**src/rtl/bidir_xcvr_pkg.sv**
```systemverilog
package bidir_xcvr_pkg;
  localparam int NDIR    = 2;
  localparam int DIR_C2B = 0;
  localparam int DIR_B2C = 1;

  typedef struct packed {
    logic clken_n;
    logic le;
    logic dclk;
    logic oe_n;
  } dir_ctl_t;

  localparam dir_ctl_t CTL_IDLE = '{clken_n: 1'b1, le: 1'b0, dclk: 1'b0, oe_n: 1'b1};
endpackage

```
**src/rtl/xcvr_ctl_sync.sv**
```systemverilog
module xcvr_ctl_sync
  import bidir_xcvr_pkg::*;
#(
  parameter int W = 18
) (
  input  logic         clk,
  input  logic         rst_n,
  input  dir_ctl_t     ctl_i,
  input  logic [W-1:0] din_i,
  output logic [W-1:0] din_s,
  output logic         le_s,
  output logic         cen_n_s,
  output logic         oe_n_s,
  output logic         clk_rise,
  output logic         le_fall
);
  dir_ctl_t     cur_q;
  dir_ctl_t     prev_q;
  logic [W-1:0] din_q;

  always_ff @(posedge clk or negedge rst_n) begin
    if (!rst_n) begin
      cur_q  <= CTL_IDLE;
      prev_q <= CTL_IDLE;
      din_q  <= '0;
    end else begin
      cur_q  <= ctl_i;
      prev_q <= cur_q;
      din_q  <= din_i;
    end
  end

  assign din_s    = din_q;
  assign le_s     = cur_q.le;
  assign cen_n_s  = cur_q.clken_n;
  assign oe_n_s   = cur_q.oe_n;
  assign clk_rise = cur_q.dclk & ~prev_q.dclk;
  assign le_fall  = prev_q.le & ~cur_q.le;
endmodule

```
**src/rtl/xcvr_store.sv**
```systemverilog
module xcvr_store #(
  parameter int W = 18
) (
  input  logic         clk,
  input  logic         rst_n,
  input  logic [W-1:0] din_s,
  input  logic         le_s,
  input  logic         cen_n_s,
  input  logic         clk_rise,
  input  logic         le_fall,
  output logic [W-1:0] st_q,
  output logic [W-1:0] val_o
);
  // Storage update: follows while transparent, loads on an enabled clock
  // rise or an enabled latch-enable fall, otherwise holds.
  function automatic logic [W-1:0] next_hold(
    input logic [W-1:0] old_v,
    input logic [W-1:0] din,
    input logic         le,
    input logic         cen_n,
    input logic         rise,
    input logic         fall
  );
    if (le)
      return din;
    if (!cen_n && (rise || fall))
      return din;
    return old_v;
  endfunction

  function automatic logic [W-1:0] path_value(
    input logic         le,
    input logic [W-1:0] din,
    input logic [W-1:0] held
  );
    return le ? din : held;
  endfunction

  always_ff @(posedge clk or negedge rst_n) begin
    if (!rst_n)
      st_q <= '0;
    else
      st_q <= next_hold(st_q, din_s, le_s, cen_n_s, clk_rise, le_fall);
  end

  assign val_o = path_value(le_s, din_s, st_q);
endmodule

```
**src/rtl/bidir_reg_xcvr.sv**
```systemverilog
module bidir_reg_xcvr
  import bidir_xcvr_pkg::*;
#(
  parameter int W = 18
) (
  input  logic         clk,
  input  logic         rst_n,
  input  logic [W-1:0] card_in,
  output logic [W-1:0] card_out,
  output logic         card_oe,
  input  logic [W-1:0] bp_in,
  output logic [W-1:0] bp_pull_low,
  input  logic         c2b_clken_n,
  input  logic         c2b_le,
  input  logic         c2b_clk,
  input  logic         c2b_oe_n,
  input  logic         b2c_clken_n,
  input  logic         b2c_le,
  input  logic         b2c_clk,
  input  logic         b2c_oe_n
);
  function automatic logic [W-1:0] od_drive(input logic en, input logic [W-1:0] v);
    return en ? ~v : '0;
  endfunction

  dir_ctl_t [NDIR-1:0]         dir_ctl;
  logic     [NDIR-1:0][W-1:0]  dir_raw;
  logic     [NDIR-1:0][W-1:0]  dir_din_s;
  logic     [NDIR-1:0][W-1:0]  dir_st;
  logic     [NDIR-1:0][W-1:0]  dir_val;
  logic     [NDIR-1:0]         dir_le_s;
  logic     [NDIR-1:0]         dir_cen_n_s;
  logic     [NDIR-1:0]         dir_oe_n_s;
  logic     [NDIR-1:0]         dir_rise;
  logic     [NDIR-1:0]         dir_lefall;
  logic     [NDIR-1:0]         dir_oe;

  assign dir_ctl[DIR_C2B] = '{clken_n: c2b_clken_n, le: c2b_le, dclk: c2b_clk, oe_n: c2b_oe_n};
  assign dir_ctl[DIR_B2C] = '{clken_n: b2c_clken_n, le: b2c_le, dclk: b2c_clk, oe_n: b2c_oe_n};
  assign dir_raw[DIR_C2B] = card_in;
  assign dir_raw[DIR_B2C] = bp_in;

  for (genvar d = 0; d < NDIR; d++) begin : g_dir
    xcvr_ctl_sync #(.W(W)) u_sync (
      .clk      (clk),
      .rst_n    (rst_n),
      .ctl_i    (dir_ctl[d]),
      .din_i    (dir_raw[d]),
      .din_s    (dir_din_s[d]),
      .le_s     (dir_le_s[d]),
      .cen_n_s  (dir_cen_n_s[d]),
      .oe_n_s   (dir_oe_n_s[d]),
      .clk_rise (dir_rise[d]),
      .le_fall  (dir_lefall[d])
    );

    xcvr_store #(.W(W)) u_store (
      .clk      (clk),
      .rst_n    (rst_n),
      .din_s    (dir_din_s[d]),
      .le_s     (dir_le_s[d]),
      .cen_n_s  (dir_cen_n_s[d]),
      .clk_rise (dir_rise[d]),
      .le_fall  (dir_lefall[d]),
      .st_q     (dir_st[d]),
      .val_o    (dir_val[d])
    );

    assign dir_oe[d] = ~dir_oe_n_s[d];
  end

  assign bp_pull_low = od_drive(dir_oe[DIR_C2B], dir_val[DIR_C2B]);
  assign card_out    = dir_val[DIR_B2C];
  assign card_oe     = dir_oe[DIR_B2C];
endmodule

```
**config.mk**
```make
export PLATFORM = sky130hd
export DESIGN_NAME = bidir_reg_xcvr
export DESIGN_NICKNAME = d
export VERILOG_FILES = /design/src/rtl/bidir_xcvr_pkg.sv /design/src/rtl/xcvr_ctl_sync.sv /design/src/rtl/xcvr_store.sv /design/src/rtl/bidir_reg_xcvr.sv
export SDC_FILE = /design/constraint.sdc
export NUM_CORES = 1
export LEC_CHECK = 0
export ABC_AREA = 1
export CORE_UTILIZATION = 55
export CTS_CLUSTER_SIZE = 8
export DETAILED_ROUTE_END_ITERATION = 10
export DONT_BUFFER_PORTS = 1
export PLACE_DENSITY = 0.77
export SLEW_MARGIN = 15
export SYNTH_ARGS = -nofsm -noshare
export SYNTH_HDL_FRONTEND = slang
export SYNTH_HIERARCHICAL = 1
export SYNTH_SLANG_ARGS = --single-unit
```
**constraint.sdc**
```tcl
create_clock -name clk -period 3.1 [get_ports clk]
set_input_delay 0.775 -clock clk [delete_from_list [all_inputs] [get_ports clk]]
set_output_delay 0.775 -clock clk [all_outputs]
set_load 0.05 [all_outputs]
```
==> flow_summary.ini <==
[outcome]
run_status = finished, final reports clean

[worst_hold_path]
hp-class = in -> async

[yosys]
synth_seq_area_share_pct = 64.6
synthesized_netlist_net_count = 397
synth.lib_cells_used.distinct = 15
syn_avg_cell_area_um2 = 9.29
synth.yosys.warnings = 6
number_of_storage_elements_in_the_synthesis_netlist = 84
synth_cells = 351
syn-cell-area_um2 = 3260

[sta]
worst-slew-pin-transition_ns = 0.574
final.setup_skew_ns = 0.00619
report.final.slew_viol_count = 0
setup_violations = 0
period_minus_slack_ns = 2.60
worst_slew_margin_rel_pct = 61.7
rsz_0062_raised_after_global_routing = false
finalHoldViolCount = 0
min_period_over_period_pct = 83.9
setup_tns_ns = 0
clock.fmax_mhz = 385
layout_setup_ws_ns = 0.499

[cts]
cts_resized = 0
cts.htree.levels = 3
ctsHoldBuffers = 0
cts_setup_buffers = 0
clk_pin_slew_worst_paths_ns = 0.08
cts-buffers-inserted = 9
cts-root-to-sink-buffers = 2
clockRootBuffer = clkbuf_8
numClockSinks = 84
clock_latency_reported_for_the_late_side_of_the_worst_skew_pair_ns = 0.34
cts_tree = yes

[job]
maxCapViolCount = 0

[final_layout]
fillers = 460
layout.cells.non_filler = 443
layout.nets = 412
utilization_pct = 63.8
synthToLayoutAreaGrowth_pct = 9.71
final_cell_mix = 180 x nand2_1, 80 x dfrtp_1, 36 x nand3_1, 20 x buf_4, 18 x nor2_1
layout-drive-gt1-share_pct = 13.2
mostFrequentLayoutCell = nand2_1
antennaDiodeCount = 0

[placed_design]
port_buffers = 0
dp_slack_ns = 0.894
placed_cells_incl_taps = 427
dp.final_hpwl_mm = 3.54
routabilityCongestion = 0.724

[global_route]
first_global_vias = 2155
track_usage_pct = 20.3
grt_pass1_wl_mm = 9.49
antenna_found_initial = 0
grt.overflow.total = 0
grt_max_degree = 85

[drt]
detailroute.via_count = 2220
drt-initial-drc-count = 146
totalWireLength_mm = 5.61
route.detailed.drc = 0
antenna_left = 0
wl_per_cell_um = 12.7
firstDrtPassIters = 4
post_drt_via_cell_ratio = 5.01

[power_and_ir_drop]
switching_power_uw = 680
power_report.internal_total_uw = 1630
clockPowerShare_pct = 32.3
leakage_uw = 0.00190
net_sw_share_pct = 29.5
power.sequential.fraction_pct = 52.9
ir_drop_v = 0.000416
part_of_the_total_power_dissipated_in_combinational_logic_pct = 14.8
power.density_nw_per_um2 = 645

[critical_path]
crit_path_end_kind = primary output
critical_path.reg2reg.endpoint = g_dir[1].u_store/st_q[4]$_DFFE_PN0P_
arrival_ns = 1.83
endpoint = bp_pull_low[12]
flop_to_flop_setup_slack_ns = 1.38
worstSetupStartpointType = flop
startpoint = g_dir[0].u_sync/le_s$_DFF_PN0_
worst-r2r-cell-count = 6
worstReg2RegStart = g_dir[1].u_sync/le_s$_DFF_PN0_
critPathRequiredTime_ns = 2.32
critical_path.max_fanout = 37
worst-setup-path-type = reg -> out

[die]
fp.dieW_um = 79.0
design.core.area_um2 = 5610
die-area_um2 = 6240
rows = 27
die-height_um = 79.0
initial_utilization_pct = 58.1
io_pins = 83
==> power by group through the flow <==
| stage | Clock (uW) | Combinational (uW) | Sequential [uW] |
|---|---|---|---|
| finish | 744 | 341 | 1220 |
| global route | 808 | 371 | 1230 |
| CTS | 774 | 344 | 1220 |
| detailed placement | 0 | 344 | 1240 |
| global placement | 0 | 337 | 1240 |
| floorplan | 0 | 301 | 1230 |
==> cells in the mapped netlist <==
master | instances | area share, %
dfstp_2 | 4 | 3.2
nor2_2 | 4 | 0.77
nand2_4 | 2 | 0.69
nor2_1 | 18 | 2.1
o21ai_4 | 2 | 1.0
buf_6 | 3 | 1.0
buf_4 | 4 | 0.92
buf_2 | 6 | 0.92
clkbuf_1 | 2 | 0.23
nand3_1 | 36 | 5.5
inv_2 | 2 | 0.23
nand2_1 | 180 | 21
buf_8 | 1 | 0.46
inv_1 | 7 | 0.81
dfrtp_1 | 80 | 61
==> cells by family after synthesis <==
family	after synthesis	synth area share, %
DFF	84	64.6
buffers and inverters	25	4.60
AOI/OAI and AO/OA	2	0.998
and+or+nand+nor	240	29.8
==> final cells by class <==
type	count	area [um^2]	share of cell area, %
inverters	9	33.8	0.944
repair buffers	20	150	4.20
multi-input cells	242	1000	28.1
clock inverters	6	65.1	1.82
well taps	72	90.1	2.52
clock buffers	10	128	3.57
flip-flops and latches	84	2110	58.9
==> state kept, by name, summed over array words and instances, names as in the netlist <==
register              cells
g_dir.u_store/st_q       36
g_dir.u_sync/cen_n_s      2
g_dir.u_sync/cur_q        2
g_dir.u_sync/din_s       36
g_dir.u_sync/le_s         2
g_dir.u_sync/oe_n_s       2
g_dir.u_sync/prev_q       4
==> how the worst min path moves through the flow <==
stage / endpoint / slack [ns] / cells past startpoint / start
2_1_floorplan: g_dir[0].u_sync/prev_q[1]$_DFF_PN0_ / 0.35 / 0 / g_dir[0].u_sync/cur_q[1]$_DFF_PN0_
3_3_place_gp: g_dir[1].u_sync/prev_q[1]$_DFF_PN0_ / 0.36 / 0 / g_dir[1].u_sync/cur_q[1]$_DFF_PN0_
3_5_place_dp: g_dir[0].u_sync/prev_q[1]$_DFF_PN0_ / 0.37 / 0 / g_dir[0].u_sync/cur_q[1]$_DFF_PN0_
4_1_cts: g_dir[1].u_store/st_q[17]$_DFFE_PN0P_ / 0.1 / 0 / rst_n
5_1_grt: g_dir[1].u_sync/prev_q[1]$_DFF_PN0_ / 0.08 / 0 / rst_n
6_report: g_dir[0].u_store/st_q[14]$_DFFE_PN0P_ / 0.12 / 0 / rst_n
==> per-stage QoR <==
| stage | total power (uW) | instance area (um^2) | hold slack (ns) |
|---|---|---|---|
| detailed placement | 1580 | 3380 | 0.367 |
| finish | 2310 | 3580 | 0.121 |
| global placement | 1580 | 3380 | 0.361 |
| CTS | 2340 | 3580 | 0.0971 |
| floorplan | 1530 | 3260 | 0.354 |
| global route | 2410 | 3580 | 0.0823 |
==> worst max-delay path: stages, from the launching register on <==
cell,delay [ns]
dfrtp_1,0.36
buf_4,0.20
inv_2,0.45
nand2_1,0.13
nand2_1,0.10
nor2_1,0.04
buf_4,0.20
==> layer usage <==
metal | global-route usage [%] | up-vias | wire (um)
li1 | - | 1110 | -
met1 | 24.5 | 1026 | 2400
met2 | 33.1 | 82 | 2740
met3 | 8.39 | 2 | 449
met4 | 6.55 | 0 | 22
met5 | 0 | - | 0
No activity file was read; power rests on OpenSTA's default activity.
